===== src/rtl/sbc_pkg.sv =====
package sbc_pkg;

  localparam int SEG_BITS = 128;
  localparam int IDX_W    = 4;
  localparam int REG_W    = 5;

  localparam logic [10:0] OPC_HI  = 11'b00000101_001;
  localparam logic [5:0]  OPC_MID = 6'b001001;

  typedef enum logic [1:0] {
    ESZ_B = 2'd0,
    ESZ_H = 2'd1,
    ESZ_S = 2'd2,
    ESZ_D = 2'd3
  } esz_t;

  typedef struct packed {
    logic             match;
    logic             undef;
    esz_t             esz;
    logic [IDX_W-1:0] idx;
    logic [REG_W-1:0] dst;
  } dec_t;

endpackage


===== src/rtl/sbc_decode.sv =====
module sbc_decode
  import sbc_pkg::*;
(
  input  logic [31:0] insn,
  input  logic        feat_en,
  output dec_t        dec
);

  logic [3:0] tsz;
  logic [4:0] imm;
  logic       hit;

  always_comb begin
    tsz = insn[19:16];
    imm = {insn[20], tsz};
    hit = (insn[31:21] == OPC_HI) && (insn[15:10] == OPC_MID);

    dec       = '0;
    dec.match = hit;
    dec.undef = hit && ((tsz == 4'b0000) || !feat_en);
    dec.dst   = hit ? insn[4:0] : '0;

    // lowest set bit of the size field picks the element width
    if (tsz[0]) begin
      dec.esz = ESZ_B;
      dec.idx = imm[4:1];
    end else if (tsz[1]) begin
      dec.esz = ESZ_H;
      dec.idx = {1'b0, imm[4:2]};
    end else if (tsz[2]) begin
      dec.esz = ESZ_S;
      dec.idx = {2'b0, imm[4:3]};
    end else begin
      dec.esz = ESZ_D;
      dec.idx = {3'b0, imm[4]};
    end
  end

endmodule


===== src/rtl/sbc_segment.sv =====
module sbc_segment
  import sbc_pkg::*;
(
  input  logic [SEG_BITS-1:0] seg_in,
  input  esz_t                esz,
  input  logic [IDX_W-1:0]    idx,
  output logic [SEG_BITS-1:0] seg_out
);

  logic [7:0]  el8;
  logic [15:0] el16;
  logic [31:0] el32;
  logic [63:0] el64;

  logic [SEG_BITS-1:0] rep8, rep16, rep32, rep64;

  always_comb begin
    el8  = seg_in[{idx, 3'b000} +: 8];
    el16 = seg_in[{idx[2:0], 4'b0000} +: 16];
    el32 = seg_in[{idx[1:0], 5'b00000} +: 32];
    el64 = seg_in[{idx[0], 6'b000000} +: 64];
  end

  for (genvar k = 0; k < SEG_BITS / 8; k++) begin : g_rep8
    assign rep8[k*8 +: 8] = el8;
  end
  for (genvar k = 0; k < SEG_BITS / 16; k++) begin : g_rep16
    assign rep16[k*16 +: 16] = el16;
  end
  for (genvar k = 0; k < SEG_BITS / 32; k++) begin : g_rep32
    assign rep32[k*32 +: 32] = el32;
  end
  for (genvar k = 0; k < SEG_BITS / 64; k++) begin : g_rep64
    assign rep64[k*64 +: 64] = el64;
  end

  always_comb begin
    unique case (esz)
      ESZ_B:   seg_out = rep8;
      ESZ_H:   seg_out = rep16;
      ESZ_S:   seg_out = rep32;
      default: seg_out = rep64;
    endcase
  end

endmodule


===== src/rtl/seg_bcast_unit.sv =====
module seg_bcast_unit
  import sbc_pkg::*;
#(
  parameter int VL_BITS = 512
) (
  input  logic               clk,
  input  logic               rst,
  input  logic               in_valid,
  input  logic [31:0]        in_insn,
  input  logic [VL_BITS-1:0] in_src,
  input  logic               in_feat_en,
  output logic               out_valid,
  output logic               out_match,
  output logic               out_undef,
  output logic [REG_W-1:0]   out_dst,
  output logic [VL_BITS-1:0] out_result
);

  localparam int NSEG = VL_BITS / SEG_BITS;

  if ((VL_BITS % SEG_BITS) != 0 || VL_BITS < SEG_BITS || VL_BITS > 2048) begin : g_bad_vl
    $error("seg_bcast_unit: VL_BITS must be a multiple of 128 in 128..2048");
  end

  // capture stage
  logic               cap_valid;
  logic [31:0]        cap_insn;
  logic [VL_BITS-1:0] cap_src;
  logic               cap_feat;

  always_ff @(posedge clk) begin
    if (rst) begin
      cap_valid <= 1'b0;
      cap_insn  <= '0;
      cap_src   <= '0;
      cap_feat  <= 1'b0;
    end else begin
      cap_valid <= in_valid;
      if (in_valid) begin
        cap_insn <= in_insn;
        cap_src  <= in_src;
        cap_feat <= in_feat_en;
      end
    end
  end

  dec_t dec;

  sbc_decode u_dec (
    .insn    (cap_insn),
    .feat_en (cap_feat),
    .dec     (dec)
  );

  logic [VL_BITS-1:0] bcast;

  for (genvar s = 0; s < NSEG; s++) begin : g_seg
    sbc_segment u_seg (
      .seg_in  (cap_src[s*SEG_BITS +: SEG_BITS]),
      .esz     (dec.esz),
      .idx     (dec.idx),
      .seg_out (bcast[s*SEG_BITS +: SEG_BITS])
    );
  end

  logic kill;
  assign kill = !dec.match || dec.undef;

  // output stage
  always_ff @(posedge clk) begin
    if (rst) begin
      out_valid  <= 1'b0;
      out_match  <= 1'b0;
      out_undef  <= 1'b0;
      out_dst    <= '0;
      out_result <= '0;
    end else begin
      out_valid <= cap_valid;
      if (cap_valid) begin
        out_match  <= dec.match;
        out_undef  <= dec.undef;
        out_dst    <= dec.dst;
        out_result <= kill ? '0 : bcast;
      end
    end
  end

endmodule


===== config.mk =====
export PLATFORM = sky130hd
export DESIGN_NAME = seg_bcast_unit
export DESIGN_NICKNAME = d
export VERILOG_FILES = /design/src/rtl/sbc_pkg.sv /design/src/rtl/sbc_decode.sv /design/src/rtl/sbc_segment.sv /design/src/rtl/seg_bcast_unit.sv
export SDC_FILE = /design/constraint.sdc
export NUM_CORES = 2
export LEC_CHECK = 0
export ABC_AREA = 1
export BUFFER_PORTS_ARGS = -buffer_cell sky130_fd_sc_hd__buf_4
export CAP_MARGIN = 5
export CORE_AREA = 3 3 411 413
export DETAILED_ROUTE_END_ITERATION = 10
export DIE_AREA = 0 0 414 416
export PLACE_DENSITY = 0.67
export SYNTH_ARGS = -nofsm -noshare
export SYNTH_HDL_FRONTEND = slang
export SYNTH_HIERARCHICAL = 1
export SYNTH_SLANG_ARGS = --single-unit
export TNS_END_PERCENT = 1

===== constraint.sdc =====
create_clock -name clk -period 3.9 [get_ports clk]
set_clock_uncertainty 0.2 [all_clocks]
set_input_delay 0.78 -clock clk [delete_from_list [all_inputs] [get_ports clk]]
set_output_delay 0.78 -clock clk [all_outputs]
set_load 0.02 [all_outputs]

==> impl_results.md <==
* Total Neg Setup Slack at 0 ps
* Average wire per standard cell at 23.35 um
* DRT Pass-1 Iters at 7
* I/O pin count at 1068
* Clock insertion delay at the later pin of the skew report at 810 ps
* Post-DR vias/cell at 5.350
* Startpoint of the worst hold path: in_src[250]
* Total of max-cap violations at 0
* Via count of the first global-routing pass at 63.16k
* Result of the run: finished, final reports clean
* Worst endpoint required time at 4420 ps
* Slowest stage cell on the critical path: sky130_fd_sc_hd__dfxtp_1
* Routed wire length at 296.7 mm
* Largest net degree at the start of global routing at 213
* Antenna violations before repair at 63
* Worst rel slew slack at 25.33%
* Final Slew Violations at 0
* Count of mapped cells out of synthesis at 9548
* Power per cell area at 425.1 nW/um^2
* Post-Route Utilization at 45.54%
* CTS tree: built
* Synth warnings at 6
* Tightest hold margin at 35.70 ps
* Clock transition time at the flip-flop clock pins of the worst setup and hold paths at 60 ps
* WS Path Type: register to register
* Y dimension of the die at 416 um
* Die width at 414 um
* Crit-path max cell delay at 490 ps
* Number of buffers created by CTS at 130
* Layout Nets at 10.93k
* Area of all placed cells without fillers at 75220 um^2
* Commonest cells after routing, fill and taps aside: 2599 x sky130_fd_sc_hd__nand2_1, 1681 x sky130_fd_sc_hd__nor2_1, 1263 x sky130_fd_sc_hd__nand3_1
* Kind of start point of the critical path: register
* Area growth from synthesis to final layout at 25.72%
* Nets in the synthesized netlist at 10.10k
* Top Layer Used: met5
* Full die area at 172200 um^2
* Most used cell along the critical path: sky130_fd_sc_hd__nand3_1
* Sinks on the clock net at 1061
* I/O Buffers at 1062
* Clock tree root driver cell: sky130_fd_sc_hd__clkbuf_16
* Remaining Overflow, GRT at 0
* Met2 Wirelength at 127.3 mm
* M1 WL at 125.7 mm
* Final setup fails at 0
* Number of cells traversed by the worst register-to-register path at 14
* Final period demand of the worst path at 3677 ps
* Fmax at 272.0 MHz
* R2R setup slack at 220 ps
* Worst hold path cell count at 3
* First-pass GRT wire length at 428.1 mm
* Critical path endpoint category: register
* Ordered list of cells on the worst path: inv_1, o22ai_4, buf_12, buf_16, nand2_1, nand3_1, nand3_1, nand3_1, nand3_2, nand3_1, inv_1, nor2_1, nand2_1, a21oi_1
* Post-route antenna net violation count at 0
* Max VDD drop at 443.0 uV
* Hold-critical path endpoint: cap_src[250]
* Maximum fanout count along the critical path at 98
* Total placed instance area at 67190 um^2
* Row count at 149
* Deepest level of the CTS H-tree at 4
* Total number of vias at 67.99k
* Type of the tightest min-delay check: input pin to register
* Fraction of layout cells with a size suffix above 1 at 16.74%
* Total core area at 165200 um^2
* Final-report hold violation count at 0
* Initial core utilization at 36.22%
* Area of the mapped netlist at 59830 um^2
* Total global-route track usage at 32.91%
* Final worst-path cycle share at 94.29%
* Number of design-rule violations left by the first detailed-router iteration at 8501
* Final HPWL from detailed placement at 221.4 mm
* DRC violation count after routing at 0
* Most frequent standard cell in the layout excluding fill and tap cells: sky130_fd_sc_hd__nand2_1
* Setup repair after global routing missed its margin: no
* Leakage power summed over all cells at 0.03469 uW
* FF-to-FF End: out_result[367]
* Routed wl met3 at 27.06 mm
* Mean post-synth cell area at 6.266 um^2
* Worst Path Arrival at 4200 ps
* Worst slew pin tran at 1119 ps
* RD Place Congestion at 0.9920
* Total Power at 31980 uW
* Worst reg2reg startpoint: cap_insn[16]
* CTS max path bufs at 3
routing by layer:
metal,vias to the layer above,GRT usage [%]
met4,16,16.94
met1,32010,43.84
met3,620,7.530
li1,31870,-
met5,-,0
met2,3480,49.63
sequential cells by signal, indices dropped and copies added (netlist names):
| register | count |
|---|---|
| cap_feat | 1 |
| out_valid | 1 |
| cap_insn | 27 |
| out_undef | 1 |
| out_result | 512 |
| out_match | 1 |
| cap_valid | 1 |
| out_dst | 5 |
| cap_src | 512 |
worst max-delay path, delay by kind of cell (launching register included):
| family | cells | cell delay [ps] |
|---|---|---|
| AOI/OAI and AO/OA | 2 | 470 |
| buffers and inverters | 4 | 770 |
| DFF | 1 | 490 |
| and+or+nand+nor | 8 | 1510 |
power breakdown:
part,switching [uW],total (uW),internal (uW),leakage [uW]
logic,5160,7660,2500,0.0239
clock network,5330,12600,7250,0.00214
registers,501,11700,11200,0.00869
final cells by class:
cell class,instances,area [um^2]
Clock inverter,52,663.1
Inverter,558,2152
Fill cell,17310,89960
Timing Repair Buffer,1636,14030
Tap cell,2189,2739
Multi-Input combinational cell,6990,30570
Sequential cell,1061,21240
Antenna cell,36,90.09
Clock buffer,186,3736
through the flow:
stage | cells | setup WS (ps)
floorplan | 9548 | 1198
global placement | 12080 | 286.4
detailed placement | 12080 | 232.6
CTS | 12670 | 215.8
global route | 12700 | 12.91
finish | 12710 | 222.8
worst max path at each step:
stage                            start              end  slack (ps)  cells past startpoint
after global routing      cap_insn[17]  out_result[449]          10                     17
after floorplan           cap_insn[16]  out_result[103]        1200                     11
after detailed placement  cap_insn[17]  out_result[449]         230                     15
after global placement    cap_insn[17]  out_result[449]         290                     15
after CTS                 cap_insn[17]  out_result[449]         220                     15
final                     cap_insn[16]  out_result[367]         220                     14
repair_timing:
item	4_1_cts	5_1_grt
endpoints found under the setup margin	0	10
setup buffers	0	4
endpoints found under the hold margin	350	0
hold buffers	350	0
gates resized for setup	0	1
Power figures use the tool's default switching activity.
